**config.mk**
```make
export PLATFORM = sky130hd
export DESIGN_NAME = bc_err_retry
export DESIGN_NICKNAME = d
export VERILOG_FILES = /design/src/rtl/bcer_pkg.sv /design/src/rtl/bcer_classify.sv /design/src/rtl/bcer_retry_seq.sv /design/src/rtl/bcer_cmd_gate.sv /design/src/rtl/bc_err_retry.sv
export SDC_FILE = /design/constraint.sdc
export NUM_CORES = 1
export LEC_CHECK = 0
export ABC_CLOCK_PERIOD_IN_PS = 1910
export BUFFER_PORTS_ARGS = -buffer_cell sky130_fd_sc_hd__buf_2
export CORE_MARGIN = 2
export CORE_UTILIZATION = 40
export DETAILED_ROUTE_END_ITERATION = 8
export GPL_TIMING_DRIVEN = 1
export PLACE_DENSITY = 0.72
export SETUP_SLACK_MARGIN = 0.02
export SYNTH_ARGS = -nofsm -noshare
export SYNTH_HDL_FRONTEND = slang
export SYNTH_HIERARCHICAL = 1
export SYNTH_SLANG_ARGS = --single-unit
```
**constraint.sdc**
```tcl
create_clock -name clk -period 1.91 [get_ports clk]
set_input_delay 0.0955 -clock clk [delete_from_list [all_inputs] [get_ports clk]]
set_output_delay 0.0955 -clock clk [all_outputs]
set_load 0.01 [all_outputs]
```
**src/rtl/bcer_pkg.sv**
```systemverilog
package bcer_pkg;
   typedef enum logic [2:0] {
      GRP_NONE   = 3'd0,
      GRP_SIGNAL = 3'd1,
      GRP_LOOP   = 3'd2,
      GRP_RESP   = 3'd3,
      GRP_STATUS = 3'd4,
      GRP_MEM    = 3'd5,
      GRP_STACK  = 3'd6,
      GRP_LIST   = 3'd7
   } grp_e;

   typedef enum logic [1:0] {
      ACT_NONE  = 2'd0,
      ACT_RETRY = 2'd1,
      ACT_CONT  = 2'd2,
      ACT_ABORT = 2'd3
   } act_e;
endpackage

```
**src/rtl/bcer_classify.sv**
```systemverilog
module bcer_classify
   import bcer_pkg::*;
#(
   parameter int          SW_W      = 16,
   parameter int          DEC_W     = 4,
   parameter int          BUSY_BIT  = 3,
   parameter int          MERR_BIT  = 10,
   parameter logic [15:0] FLAG_MASK = 16'h0317
) (
   input  logic [DEC_W-1:0] dec_err_i,
   input  logic             lpbk_fail_i,
   input  logic             no_resp_i,
   input  logic [SW_W-1:0]  sw_i,
   output grp_e             grp_o,
   output logic [SW_W-1:0]  flags_o
);
   logic sw_valid;
   logic dec_any;
   logic status_retry;

   assign dec_any      = |dec_err_i;
   assign sw_valid     = !no_resp_i && !dec_any;
   assign status_retry = sw_valid && (sw_i[BUSY_BIT] || sw_i[MERR_BIT]);

   for (genvar b = 0; b < SW_W; b++) begin : g_flag
      if (FLAG_MASK[b]) begin : g_kept
         assign flags_o[b] = sw_valid && sw_i[b];
      end else begin : g_dropped
         assign flags_o[b] = 1'b0;
      end
   end

   always_comb begin
      if (dec_any)           grp_o = GRP_SIGNAL;
      else if (lpbk_fail_i)  grp_o = GRP_LOOP;
      else if (no_resp_i)    grp_o = GRP_RESP;
      else if (status_retry) grp_o = GRP_STATUS;
      else                   grp_o = GRP_NONE;
   end
endmodule

```
**src/rtl/bcer_retry_seq.sv**
```systemverilog
module bcer_retry_seq
   import bcer_pkg::*;
#(
   parameter int RTRY_W     = 2,
   parameter bit LPBK_ABORT = 1'b0
) (
   input  logic              clk,
   input  logic              rst_n,
   input  logic              eval_i,
   input  grp_e              grp_i,
   input  grp_e              fault_i,
   input  logic              lpbk_i,
   input  logic              mismatch_i,
   input  logic [RTRY_W-1:0] max_i,
   output logic              retry_o,
   output logic              cont_o,
   output logic              abort_o,
   output grp_e              code_o,
   output logic [RTRY_W-1:0] tries_o,
   output logic              msg_ok_o,
   output logic              lpbk_o,
   output logic              irq_mem_o,
   output logic              irq_stack_o,
   output logic              irq_list_o
);
   logic              loop_escalates;
   act_e              nxt_act;
   grp_e              nxt_code;
   logic [RTRY_W-1:0] cnt_q;
   logic              live_eval;

   if (LPBK_ABORT) begin : g_loop_abort
      assign loop_escalates = 1'b1;
   end else begin : g_loop_cont
      assign loop_escalates = 1'b0;
   end

   assign live_eval = eval_i && (fault_i == GRP_NONE);

   always_comb begin
      nxt_act  = ACT_NONE;
      nxt_code = GRP_NONE;
      if (fault_i != GRP_NONE) begin
         nxt_act  = ACT_ABORT;
         nxt_code = fault_i;
      end else if (eval_i) begin
         if (grp_i == GRP_NONE) begin
            nxt_act = ACT_CONT;
         end else if (cnt_q < max_i) begin
            nxt_act = ACT_RETRY;
         end else if (grp_i == GRP_LOOP && !loop_escalates) begin
            nxt_act = ACT_CONT;
         end else begin
            nxt_act  = ACT_ABORT;
            nxt_code = grp_i;
         end
      end
   end

   always_ff @(posedge clk) begin
      if (!rst_n) begin
         retry_o     <= 1'b0;
         cont_o      <= 1'b0;
         abort_o     <= 1'b0;
         code_o      <= GRP_NONE;
         cnt_q       <= '0;
         msg_ok_o    <= 1'b0;
         lpbk_o      <= 1'b0;
         irq_mem_o   <= 1'b0;
         irq_stack_o <= 1'b0;
         irq_list_o  <= 1'b0;
      end else begin
         retry_o     <= (nxt_act == ACT_RETRY);
         cont_o      <= (nxt_act == ACT_CONT);
         abort_o     <= (nxt_act == ACT_ABORT);
         code_o      <= nxt_code;
         irq_mem_o   <= (fault_i == GRP_MEM);
         irq_stack_o <= (fault_i == GRP_STACK);
         irq_list_o  <= (fault_i == GRP_LIST);
         if (nxt_act == ACT_RETRY) begin
            cnt_q <= cnt_q + RTRY_W'(1);
         end else if (nxt_act == ACT_CONT || nxt_act == ACT_ABORT) begin
            cnt_q <= '0;
         end
         if (live_eval) begin
            msg_ok_o <= (nxt_act == ACT_CONT) && (grp_i == GRP_NONE) && !mismatch_i;
            if (lpbk_i) lpbk_o <= 1'b1;
         end
      end
   end

   assign tries_o = cnt_q;

   assert_one_action_R12: assert property (@(posedge clk) disable iff (!rst_n)
      live_eval |=> $onehot({retry_o, cont_o, abort_o}));

   assert_exhaust_abort_R2: assert property (@(posedge clk) disable iff (!rst_n)
      live_eval && grp_i != GRP_NONE && grp_i != GRP_LOOP && cnt_q >= max_i
      |=> abort_o && !retry_o);

   assert_lpbk_sticky_R3: assert property (@(posedge clk) disable iff (!rst_n)
      lpbk_o |=> lpbk_o);

   assert_retry_counts_R1: assert property (@(posedge clk) disable iff (!rst_n)
      retry_o |-> tries_o != '0);
endmodule

```
**src/rtl/bcer_cmd_gate.sv**
```systemverilog
module bcer_cmd_gate (
   input  logic clk,
   input  logic rst_n,
   input  logic active_i,
   input  logic start_i,
   input  logic async_i,
   output logic start_go_o,
   output logic async_go_o,
   output logic irq_ill_o
);
   always_ff @(posedge clk) begin
      if (!rst_n) begin
         start_go_o <= 1'b0;
         async_go_o <= 1'b0;
         irq_ill_o  <= 1'b0;
      end else begin
         start_go_o <= start_i && !active_i;
         async_go_o <= async_i && !active_i;
         irq_ill_o  <= (start_i || async_i) && active_i;
      end
   end

   assert_ill_cmd_R11: assert property (@(posedge clk) disable iff (!rst_n)
      (start_i || async_i) && active_i |=> irq_ill_o && !start_go_o && !async_go_o);

   assert_cmd_pass_R11: assert property (@(posedge clk) disable iff (!rst_n)
      start_i && !active_i |=> start_go_o && !irq_ill_o);
endmodule

```
**src/rtl/bc_err_retry.sv**
```systemverilog
module bc_err_retry
   import bcer_pkg::*;
#(
   parameter int          SW_W       = 16,
   parameter int          DEC_W      = 4,
   parameter int          RTRY_W     = 2,
   parameter int          BUSY_BIT   = 3,
   parameter int          MERR_BIT   = 10,
   parameter logic [15:0] FLAG_MASK  = 16'h0317,
   parameter bit          LPBK_ABORT = 1'b0
) (
   input  logic              clk,
   input  logic              rst_n,
   input  logic              done_i,
   input  logic [DEC_W-1:0]  dec_err_i,
   input  logic              lpbk_fail_i,
   input  logic              no_resp_i,
   input  logic [SW_W-1:0]   sw_i,
   input  logic              type_mismatch_i,
   input  logic              mem_fault_i,
   input  logic              stk_fault_i,
   input  logic              ill_op_i,
   input  logic              list_bad_i,
   input  logic [RTRY_W-1:0] max_retry_i,
   input  logic              async_active_i,
   input  logic              start_cmd_i,
   input  logic              async_cmd_i,
   output logic              retry_o,
   output logic              cont_o,
   output logic              abort_o,
   output logic [2:0]        abort_code_o,
   output logic [RTRY_W-1:0] tries_o,
   output logic              msg_ok_o,
   output logic [SW_W-1:0]   sw_flags_o,
   output logic              lpbk_flag_o,
   output logic              irq_mem_o,
   output logic              irq_stack_o,
   output logic              irq_list_o,
   output logic              irq_ill_cmd_o,
   output logic              start_go_o,
   output logic              async_go_o
);
   localparam int MASK_BITS = (SW_W < 16) ? SW_W : 16;

   if (SW_W < 11 || SW_W > 16) begin : g_bad_sw
      $error("status word width must be 11 to 16");
   end
   if (RTRY_W < 1 || RTRY_W > 4) begin : g_bad_rtry
      $error("retry counter width out of range");
   end
   if (BUSY_BIT >= SW_W || MERR_BIT >= SW_W || BUSY_BIT == MERR_BIT) begin : g_bad_bits
      $error("busy and message-error positions invalid");
   end
   if (FLAG_MASK[BUSY_BIT] || FLAG_MASK[MERR_BIT]) begin : g_bad_mask
      $error("flag mask must exclude retry bits");
   end

   grp_e            cls_grp;
   grp_e            fault_grp;
   grp_e            code_q;
   logic [SW_W-1:0] cls_flags;
   logic [SW_W-1:0] flags_q;

   always_comb begin
      if (mem_fault_i)                  fault_grp = GRP_MEM;
      else if (stk_fault_i)             fault_grp = GRP_STACK;
      else if (ill_op_i || list_bad_i)  fault_grp = GRP_LIST;
      else                              fault_grp = GRP_NONE;
   end

   bcer_classify #(
      .SW_W      (SW_W),
      .DEC_W     (DEC_W),
      .BUSY_BIT  (BUSY_BIT),
      .MERR_BIT  (MERR_BIT),
      .FLAG_MASK (FLAG_MASK)
   ) u_classify (
      .dec_err_i   (dec_err_i),
      .lpbk_fail_i (lpbk_fail_i),
      .no_resp_i   (no_resp_i),
      .sw_i        (sw_i),
      .grp_o       (cls_grp),
      .flags_o     (cls_flags)
   );

   bcer_retry_seq #(
      .RTRY_W     (RTRY_W),
      .LPBK_ABORT (LPBK_ABORT)
   ) u_seq (
      .clk         (clk),
      .rst_n       (rst_n),
      .eval_i      (done_i),
      .grp_i       (cls_grp),
      .fault_i     (fault_grp),
      .lpbk_i      (lpbk_fail_i),
      .mismatch_i  (type_mismatch_i),
      .max_i       (max_retry_i),
      .retry_o     (retry_o),
      .cont_o      (cont_o),
      .abort_o     (abort_o),
      .code_o      (code_q),
      .tries_o     (tries_o),
      .msg_ok_o    (msg_ok_o),
      .lpbk_o      (lpbk_flag_o),
      .irq_mem_o   (irq_mem_o),
      .irq_stack_o (irq_stack_o),
      .irq_list_o  (irq_list_o)
   );

   bcer_cmd_gate u_gate (
      .clk        (clk),
      .rst_n      (rst_n),
      .active_i   (async_active_i),
      .start_i    (start_cmd_i),
      .async_i    (async_cmd_i),
      .start_go_o (start_go_o),
      .async_go_o (async_go_o),
      .irq_ill_o  (irq_ill_cmd_o)
   );

   always_ff @(posedge clk) begin
      if (!rst_n) begin
         flags_q <= '0;
      end else if (done_i && fault_grp == GRP_NONE) begin
         flags_q <= cls_flags;
      end
   end

   assign abort_code_o = code_q;
   assign sw_flags_o   = flags_q;

   assert_mem_abort_R8: assert property (@(posedge clk) disable iff (!rst_n)
      mem_fault_i |=> abort_o && irq_mem_o && abort_code_o == 3'd5 && tries_o == '0);

   assert_stack_abort_R9: assert property (@(posedge clk) disable iff (!rst_n)
      stk_fault_i && !mem_fault_i |=> abort_o && irq_stack_o && !irq_mem_o);

   assert_list_abort_R10: assert property (@(posedge clk) disable iff (!rst_n)
      (ill_op_i || list_bad_i) && !mem_fault_i && !stk_fault_i
      |=> abort_o && irq_list_o && abort_code_o == 3'd7);

   assert_dec_no_cont_R1: assert property (@(posedge clk) disable iff (!rst_n)
      done_i && (|dec_err_i) |=> !cont_o);

   assert_noresp_flags_R4: assert property (@(posedge clk) disable iff (!rst_n)
      done_i && no_resp_i && !mem_fault_i && !stk_fault_i && !ill_op_i && !list_bad_i
      |=> sw_flags_o == '0);

   assert_unmasked_flags_R6: assert property (@(posedge clk) disable iff (!rst_n)
      (sw_flags_o & ~SW_W'(FLAG_MASK[MASK_BITS-1:0])) == '0);
endmodule

```
==> impl_results.rst, run 1 <==
.. list-table::
   :header-rows: 1

   * - Metric
     - Value
   * - Share of Yosys cell area claimed by the top area cell type
     - 41.9%
   * - Largest driver fanout on the critical path
     - 3
   * - Root buffer cell
     - clkbuf_8
   * - # clock sinks
     - 32
   * - Residual overflow from global routing
     - 0
   * - Max Clock Freq
     - 635 MHz
   * - Worst endpoint data arrival time
     - 1790 ps
   * - Worst hold slack
     - 52.2 ps
   * - Syn_area_per_cell
     - 9.33 µm²
   * - Initial antenna violation count
     - 0
   * - Synth Warn #
     - 6
   * - First-pass GRT wire length
     - 4.51 mm
   * - Startpoint types
     - primary input
   * - Worst hold path class
     - primary input to flip-flop
   * - Flip-flop count of the largest register after layout
     - 16
   * - GPL Wtd Cong
     - 0.716
   * - Fraction of the yosys area taken by sequential cells
     - 41.9%
   * - # hold bufs at CTS
     - 0
   * - Signed area change from the synthesized netlist to the final layout
     - 25.7%
   * - Proportion of synthesized flip-flops having asynchronous set or reset
     - 0%
   * - Fraction of final layout cells with drive strength greater than 1
     - 37.9%
   * - Switching part of the total power
     - 23.4%
   * - Drt pass-1 iters
     - 4
   * - Number of gates resized after cts
     - 0
   * - Worst reg2reg setup slack
     - 530 ps
   * - Cell with the largest stage delay on the worst path
     - or4_4
   * - Req. time, crit path
     - 2120 ps
   * - Routed Wire Length
     - 2.84 mm
   * - Most common library cell in the layout ignoring fill and taps
     - buf_2
   * - Commonest register cell after synthesis
     - dfxtp_1
   * - Crit path cell chain
     - buf_2, or4_4, a21o_2, or3_4, or3_1, a21boi_1
   * - Number of fill cells in the layout
     - 349
   * - Global-route usage over all layers
     - 13.8%
   * - Die Y
     - 65.9 µm
   * - Post-layout minimum cycle time
     - 1580 ps
   * - Number of placement rows
     - 22
   * - Placed insts
     - 267
   * - Final antenna diode count
     - 0
   * - Post-DRT Antenna Nets
     - 0
   * - Net total in the final layout
     - 262
   * - Initial drt markers
     - 62
   * - Share of the clock period used by the worst path after layout
     - 82.5%
   * - Clock edge transition at the registers on the reported setup and hold paths
     - 60 ps
   * - Skew-Pair Late Insertion Delay
     - 280 ps
   * - CTS H-Tree Depth
     - 2
   * - Final core utilization
     - 52.5%
   * - Largest clock skew in the final design
     - 1.29 ps
   * - Combinational Power Share
     - 9.8%
   * - P_leak
     - 0.000902 µW
   * - RSZ-0062 raised after global routing
     - false
   * - Number of primary I/O pins
     - 67
   * - Number of failing hold endpoints at the final stage
     - 0
   * - Internal power component
     - 1030 µW
   * - Post-detail-place hpwl
     - 2.18 mm
   * - Library cell with the largest summed area after synthesis
     - dfxtp_1
   * - Number of global-route vias before repair
     - 1093
   * - Worst setup path class
     - primary input to flip-flop
   * - Area of the core region
     - 0.00366 mm²
   * - Endpoint kind of the worst setup timing path
     - flip-flop
   * - Vias post-DR
     - 1238
   * - Fin Setup TNS
     - 0 ps
   * - Final max-slew violation count
     - 0
   * - Outcome
     - completed
   * - Die boundary width
     - 65.9 µm
   * - Part of the total power dissipated in sequential elements
     - 51.2%
   * - Clock Power Share
     - 39.0%
   * - Switch Pwr
     - 313 µW
   * - Number of unique standard cell types used by synthesis
     - 39
   * - Largest stage delay on the critical path
     - 530 ps
   * - Synthesized flop and latch total
     - 32
   * - Number of I/O port buffers
     - 58
   * - Post-detailed-route wirelength per cell
     - 10.3 µm
   * - Most used cells in the layout excluding fill and tap cells
     - buf_2 (58), nand2_1 (39), dfxtp_1 (32)
   * - Number of buffers inserted by post-CTS setup repair
     - 0
   * - Maximum number of pins on one net before global-route repair
     - 33
   * - Maximum ir drop on the vdd rail
     - 0.535 mV
   * - MaxCap Viol Count
     - 0
   * - Starting utilization of the core area
     - 41.8%
   * - Die area
     - 0.00434 mm²
   * - TritonCTS clock tree
     - done
   * - Longest Clk Path Bufs
     - 2
   * - Power density over cell area
     - 696 mW/mm²
   * - Setup violation total in the final timing report
     - 0
   * - Total clock buffers created by CTS
     - 5
   * - Number of synthesized flops with an enable pin
     - 0
   * - Number of remaining DRC errors
     - 0
   * - Top cells by area, synth
     - dfxtp_1 (42%), mux2i_1 (10%), nand2_1 (9.6%)
   * - Via density per instance
     - 4.50
   * - Cell Area, Synth
     - 0.00153 mm²
   * - Synthesized instance count
     - 164
   * - Final instance count without filler cells
     - 275
critical path: cells and delay by family:
family	cells	cell delay [ps]
simple gates	3	1240
compound gates	2	350
buf+inv	1	100
path summary, 6_finish.rpt:
path | endpoint | from | depth (start not counted)
max | u_seq/msg_ok_o | dec_err_i[1] | 6
min | u_gate/irq_ill_o | async_cmd_i | 2
min reg2reg | sw_flags_o[1] | sw_flags_o[1] | 2
max reg2reg | u_seq/tries_o[1] | u_seq/tries_o[1] | 4
power groups by stage:
stage | combinational [µW] | sequential (µW) | clock, µW
2_1_floorplan | 83.9 | 708 | 0
3_3_place_gp | 130 | 700 | 0
3_5_place_dp | 131 | 700 | 0
4_1_cts | 132 | 685 | 543
5_1_grt | 146 | 685 | 572
6_report | 131 | 685 | 522
metrics by stage:
| stage | area, µm² | setup WS (ps) | total power [µW] |
|---|---|---|---|
| 2_1_floorplan | 1560 | 30.7 | 792 |
| 3_3_place_gp | 1830 | 59.8 | 830 |
| 3_5_place_dp | 1830 | 42.9 | 831 |
| 4_1_cts | 1920 | 335 | 1360 |
| 5_1_grt | 1920 | 288 | 1400 |
| 6_report | 1920 | 335 | 1340 |
final cells by class:
class / instances / area [µm²] / share of cell area, %
clock inverters: 2 / 10.0 / 0.520
clock buffers: 6 / 82.6 / 4.29
flip-flops and latches: 32 / 641 / 33.3
well taps: 48 / 60.1 / 3.12
inverters: 7 / 26.3 / 1.37
multi-input cells: 116 / 768 / 39.9
repair buffers: 64 / 335 / 17.4
synthesized netlist by cell type (2+ instances only):
cell,instances
nand3_1,2
inv_1,7
nand4_1,2
nor3b_2,6
and3b_1,2
buf_4,10
nor3_1,2
o21ai_0,3
dfxtp_1,32
mux2i_1,16
clkbuf_1,6
nand2_1,39
a21boi_0,3
nor2_1,7
or4_4,2
o211ai_1,2
layer usage:
metal / wire length (µm) / up-vias / track usage (%)
li1: - / 653 / -
met1: 1260 / 543 / 15.9
met2: 1330 / 38 / 22.7
met3: 202 / 4 / 3.58
met4: 51 / 0 / 8.59
met5: 0 / - / 0
cells by family after synthesis:
family / Yosys count / share of synthesized area [%]
and+or+nand+nor: 71 / 27.6
AOI/OAI and AO/OA: 18 / 8.91
DFF: 32 / 41.9
buffers and inverters: 25 / 10.1
other: 1 / 0.245
adders and majority gates: 1 / 0.818
muxes: 16 / 10.5
No activity file was read; power rests on OpenSTA's default activity.
==> inputs of run 2 (changes only) <==
--- a/config.mk
+++ b/config.mk
@@ -5,13 +5,13 @@
 export SDC_FILE = /design/constraint.sdc
 export NUM_CORES = 1
 export LEC_CHECK = 0
-export ABC_CLOCK_PERIOD_IN_PS = 1910
+export ABC_CLOCK_PERIOD_IN_PS = 1600
 export BUFFER_PORTS_ARGS = -buffer_cell sky130_fd_sc_hd__buf_2
 export CORE_MARGIN = 2
 export CORE_UTILIZATION = 40
 export DETAILED_ROUTE_END_ITERATION = 8
 export GPL_TIMING_DRIVEN = 1
-export PLACE_DENSITY = 0.72
+export PLACE_DENSITY = 0.69
 export SETUP_SLACK_MARGIN = 0.02
 export SYNTH_ARGS = -nofsm -noshare
 export SYNTH_HDL_FRONTEND = slang
==> constraint.sdc (replaced) <==
create_clock -name clk -period 1.6 [get_ports clk]
set_input_delay 0.08 -clock clk [delete_from_list [all_inputs] [get_ports clk]]
set_output_delay 0.08 -clock clk [all_outputs]
set_load 0.01 [all_outputs]
==> run 2 against run 1 <==
  * Utilization grew 1.7 points
  * Critical path type unchanged
  * Non-clock buffer count grew 6
  * Routed wire length is 4.1% higher
  * Via count up 4.9%
  * Hold slack worse by 18 ps
  * Clock-buffer cell count rose by 2
  * Register-to-register slack worse by 340 ps
  * Clock power up 20%
  * Critical path depth unchanged
  * First-iteration DRC count down 81%
==> impl_results.rst, run 2 (synthesized netlist as in run 1, its figures left out) <==
.. list-table::
   :header-rows: 1

   * - Metric
     - Value
   * - First-pass GRT wire length
     - 5.02 mm
   * - Startpoint types
     - primary input
   * - Worst endpoint data arrival time
     - 1740 ps
   * - Family with the most delay on the worst path
     - simple AND/OR/NAND/NOR gates
   * - Endpoint kind of the worst setup timing path
     - flip-flop
   * - Number of I/O port buffers
     - 58
   * - RSZ-0062 raised after global routing
     - false
   * - P_leak
     - 0.000932 µW
   * - Largest clock skew in the final design
     - 0.988 ps
   * - Max Clock Freq
     - 652 MHz
   * - Worst reg2reg setup slack
     - 190 ps
   * - Placed insts
     - 273
   * - Post-DRT Antenna Nets
     - 0
   * - Routed Wire Length
     - 2.96 mm
   * - Net total in the final layout
     - 268
   * - Placed Instance Area
     - 0.00189 mm²
   * - Largest stage delay on the critical path
     - 530 ps
   * - Met1 routing resource usage after global routing
     - 17.1%
   * - Switch Pwr
     - 371 µW
   * - Switching part of the total power
     - 23.1%
   * - Post-detailed-route wirelength per cell
     - 10.5 µm
   * - Setup violation total in the final timing report
     - 0
   * - Worst hold path class
     - primary input to flip-flop
   * - Outcome
     - completed
   * - # hold bufs at CTS
     - 0
   * - GPL Wtd Cong
     - 0.766
   * - Largest driver fanout on the critical path
     - 3
   * - Crit path cell chain
     - buf_2, or4_4, a21o_4, or3_4, or3_1, a21boi_1
   * - Drt pass-1 iters
     - 4
   * - Internal power component
     - 1240 µW
   * - Initial antenna violation count
     - 0
   * - GR met2 Demand/Resource
     - 26.1%
   * - Capture point of the worst path
     - u_seq/msg_ok_o
   * - Number of remaining DRC errors
     - 0
   * - Req. time, crit path
     - 1810 ps
   * - Critical path startpoint
     - dec_err_i[1]
   * - TritonCTS clock tree
     - done
   * - Skew-Pair Late Insertion Delay
     - 280 ps
   * - Area of the core region
     - 0.00366 mm²
   * - Total clock buffers created by CTS
     - 5
   * - Number of failing hold endpoints at the final stage
     - 0
   * - Final instance count without filler cells
     - 281
   * - Maximum ir drop on the vdd rail
     - 0.507 mV
   * - Global-route usage over all layers
     - 15.4%
   * - Final antenna diode count
     - 0
   * - Most used cells in the layout excluding fill and tap cells
     - buf_2 (58), nand2_1 (39), dfxtp_1 (32)
   * - Worst path bufs/invs
     - 1
   * - Fin Setup TNS
     - 0 ps
   * - Fraction of final layout cells with drive strength greater than 1
     - 38.6%
   * - Most common library cell in the layout ignoring fill and taps
     - buf_2
   * - Clock Power Share
     - 39.0%
   * - Vias post-DR
     - 1299
   * - Worst hold slack
     - 34.6 ps
   * - Clock edge transition at the registers on the reported setup and hold paths
     - 60 ps
   * - Post-detail-place hpwl
     - 2.26 mm
   * - Share of the clock period used by the worst path after layout
     - 95.8%
   * - Finished layout cell area
     - 0.00198 mm²
   * - Combinational Power Share
     - 10.2%
   * - Post-layout minimum cycle time
     - 1530 ps
   * - Part of the total power dissipated in sequential elements
     - 50.9%
   * - Worst reg2reg path endpoint
     - u_seq/tries_o[1]
   * - Initial drt markers
     - 12
   * - Root buffer cell
     - clkbuf_8
   * - Worst Reg-to-Reg Cells
     - 4
   * - CTS H-Tree Depth
     - 2
   * - Starting utilization of the core area
     - 41.8%
   * - Number of buffers inserted by post-CTS setup repair
     - 0
   * - GR peak layer
     - met2
   * - Number of global-route vias before repair
     - 1222
   * - Final max-slew violation count
     - 0
   * - Flip-flop count of the largest register after layout
     - 16
   * - Signed area change from the synthesized netlist to the final layout
     - 29.7%
   * - Via density per instance
     - 4.62
   * - Die area
     - 0.00434 mm²
   * - Number of gates resized after cts
     - 0
   * - Longest Clk Path Bufs
     - 2
   * - Startpoint of the worst-slack reg-to-reg timing path
     - u_seq/tries_o[1]
   * - Die boundary width
     - 65.9 µm
   * - Number of primary I/O pins
     - 67
   * - Worst setup path class
     - primary input to flip-flop
   * - Crit path depth
     - 6
   * - Maximum number of pins on one net before global-route repair
     - 30
   * - Cell with the largest stage delay on the worst path
     - or4_4
   * - Residual overflow from global routing
     - 0
   * - # clock sinks
     - 32
   * - Power density over cell area
     - 811 mW/mm²
   * - Met3 capacity usage during global routing
     - 3.58%
   * - Die Y
     - 65.9 µm
   * - MaxCap Viol Count
     - 0
   * - Number of placement rows
     - 22
[run 2: through the flow]
step / utilization (%) / worst slack (ps) / total power, µW
final: 54.2 / 66.8 / 1610
after global routing: 54.2 / 50.2 / 1700
after CTS: 54.2 / 86.3 / 1640
after detailed placement: 51.7 / -201 / 1000
after global placement: 51.7 / -192 / 999
after floorplan: - / -215 / 947
[run 2: worst min-delay path by stage]
stage                                   to  depth (start not counted)  slack, ps           start
after floorplan           u_gate/irq_ill_o                          1        210  async_active_i
after global placement    u_gate/irq_ill_o                          2        320     async_cmd_i
after detailed placement  u_gate/irq_ill_o                          2        320     async_cmd_i
after CTS                 u_gate/irq_ill_o                          2         30     async_cmd_i
after global routing      u_gate/irq_ill_o                          2         30     async_cmd_i
final                     u_gate/irq_ill_o                          2         30     async_cmd_i
[run 2: layout make-up]
cell class	instances	area [µm²]
sequential	32	641
timing repair buffer	70	393
multi-input combinational	116	774
inverter	7	26.3
clock buffer	8	90.1
tap	48	60.1
fill	364	1680
[run 2: per-layer routing]
layer | vias up | share of wire (%)
li1 | 667 | -
met1 | 596 | 41
met2 | 31 | 51
met3 | 5 | 6.0
met4 | 0 | 2.6
met5 | - | 0
[run 2: power groups by stage]
stage               clock network, µW  registers [µW]  logic (µW)
floorplan                           0             845         102
global placement                    0             836         163
detailed placement                  0             836         165
CTS                               656             818         165
global route                      698             819         182
finish                            627             818         164
==> inputs of run 3 (changes only) <==
--- a/config.mk
+++ b/config.mk
@@ -9,6 +9,7 @@
 export BUFFER_PORTS_ARGS = -buffer_cell sky130_fd_sc_hd__buf_2
 export CORE_MARGIN = 2
 export CORE_UTILIZATION = 40
+export CTS_BUF_LIST = sky130_fd_sc_hd__clkbuf_8
 export DETAILED_ROUTE_END_ITERATION = 8
 export GPL_TIMING_DRIVEN = 1
 export PLACE_DENSITY = 0.69
==> run 3 against run 2 <==
  * Global-route usage is essentially flat
  * Hold slack lost 1.7 ps
  * Clock skew is essentially flat
  * Critical endpoint unchanged
  * Setup slack gained 5.0 ps
  * Clock-buffer cell count shrank 2
  * Cell area is the same
  * Register-to-register slack is essentially flat
  * Routed wire length grew 0.27%
  * First-iteration DRC count grew 140%
  * Total power shrank 0.64%
  * Final cell count is the same
==> impl_results.rst, run 3 (synthesized netlist as in run 1, its figures left out) <==
.. list-table::
   :header-rows: 1

   * - Metric
     - Value
   * - Max Clock Freq
     - 654 MHz
   * - GPL Wtd Cong
     - 0.766
   * - Final antenna diode count
     - 0
   * - Crit path cell chain
     - buf_2, or4_4, a21o_4, or3_4, or3_1, a21boi_1
   * - Setup violation total in the final timing report
     - 0
   * - Power density over cell area
     - 806 mW/mm²
   * - Starting utilization of the core area
     - 41.8%
   * - Maximum ir drop on the vdd rail
     - 0.508 mV
   * - Met3 capacity usage during global routing
     - 3.58%
   * - Net total in the final layout
     - 268
   * - Endpoint kind of the worst setup timing path
     - flip-flop
   * - GR peak layer
     - met2
   * - Routed Wire Length
     - 2.97 mm
   * - Worst endpoint data arrival time
     - 1740 ps
   * - Skew-Pair Late Insertion Delay
     - 280 ps
   * - Number of buffers inserted by post-CTS setup repair
     - 0
   * - Number of placement rows
     - 22
   * - Req. time, crit path
     - 1810 ps
   * - Family with the most delay on the worst path
     - simple AND/OR/NAND/NOR gates
   * - Largest clock skew in the final design
     - 1.26 ps
   * - Number of failing hold endpoints at the final stage
     - 0
   * - Startpoint types
     - primary input
   * - Finished layout cell area
     - 0.00198 mm²
   * - Post-DRT Antenna Nets
     - 0
   * - RSZ-0062 raised after global routing
     - false
   * - Number of gates resized after cts
     - 0
   * - Root buffer cell
     - clkbuf_8
   * - Post-layout minimum cycle time
     - 1530 ps
   * - Final max-slew violation count
     - 0
   * - # clock sinks
     - 32
   * - # hold bufs at CTS
     - 0
   * - Most common library cell in the layout ignoring fill and taps
     - buf_2
   * - GR met2 Demand/Resource
     - 26.1%
   * - Drt pass-1 iters
     - 4
   * - Post-detailed-route wirelength per cell
     - 10.6 µm
   * - Global-route usage over all layers
     - 15.4%
   * - First-pass GRT wire length
     - 5.03 mm
   * - CTS H-Tree Depth
     - 2
   * - TritonCTS clock tree
     - done
   * - Largest driver fanout on the critical path
     - 3
   * - Die boundary width
     - 65.9 µm
   * - Number of global-route vias before repair
     - 1223
   * - Worst hold path class
     - primary input to flip-flop
   * - Met1 routing resource usage after global routing
     - 17.2%
   * - Clock edge transition at the registers on the reported setup and hold paths
     - 60 ps
   * - Initial antenna violation count
     - 0
   * - Number of I/O port buffers
     - 58
   * - Placed Instance Area
     - 0.00189 mm²
   * - Signed area change from the synthesized netlist to the final layout
     - 29.7%
   * - Post-detail-place hpwl
     - 2.26 mm
   * - Fin Setup TNS
     - 0 ps
   * - Cell with the largest stage delay on the worst path
     - or4_4
   * - Flip-flop count of the largest register after layout
     - 16
   * - Via density per instance
     - 4.62
   * - Share of the clock period used by the worst path after layout
     - 95.5%
   * - Number of primary I/O pins
     - 67
   * - Outcome
     - completed
   * - Residual overflow from global routing
     - 0
   * - Total clock buffers created by CTS
     - 5
   * - Die Y
     - 65.9 µm
   * - MaxCap Viol Count
     - 0
   * - Area of the core region
     - 0.00366 mm²
   * - Vias post-DR
     - 1298
   * - Worst hold slack
     - 32.9 ps
   * - Largest stage delay on the critical path
     - 530 ps
   * - Number of remaining DRC errors
     - 0
   * - Worst setup path class
     - primary input to flip-flop
   * - Fraction of final layout cells with drive strength greater than 1
     - 38.6%
   * - Initial drt markers
     - 29
   * - Worst path bufs/invs
     - 1
   * - Maximum number of pins on one net before global-route repair
     - 30
   * - Final core utilization
     - 54.2%
   * - Most used cells in the layout excluding fill and tap cells
     - buf_2 (58), nand2_1 (39), dfxtp_1 (32)
   * - Longest Clk Path Bufs
     - 2
   * - P_leak
     - 0.000940 µW
   * - Die area
     - 0.00434 mm²
==> run 3: cell type report <==
| class | count | area (µm²) |
|---|---|---|
| inverter | 7 | 26.3 |
| fill | 364 | 1680 |
| tap | 48 | 60.1 |
| multi-input combinational | 116 | 774 |
| clock buffer | 6 | 82.6 |
| timing repair buffer | 70 | 393 |
| clock inverter | 2 | 7.51 |
| sequential | 32 | 641 |
==> run 3: final timing paths <==
kind / from / endpoint / slack, ps / cells past startpoint
hold / removal: async_cmd_i / u_gate/irq_ill_o / 30 / 2
setup / recovery: dec_err_i[1] / u_seq/msg_ok_o / 70 / 6
hold reg to reg: sw_flags_o[8] / sw_flags_o[8] / 450 / 2
setup reg to reg: u_seq/tries_o[1] / u_seq/tries_o[1] / 190 / 4
==> run 3: per-layer routing <==
metal  part of all wire (%)  up-vias
met4                    2.6        0
met2                     50       31
li1                       -      667
met3                    6.1        6
met5                      0        -
met1                     41      594
==> run 3: power breakdown <==
part / switching [µW] / internal, µW
clock: 279 / 337
combinational: 90.0 / 73.8
sequential: 4.65 / 814
total: 374 / 1220
==> run 3: through the flow <==
stage	total power, µW	instances	setup slack [ps]
finish	1600	281	71.8
global route	1690	281	52.1
CTS	1630	281	86.8
detailed placement	1000	273	-201
global placement	999	273	-192
floorplan	947	173	-215
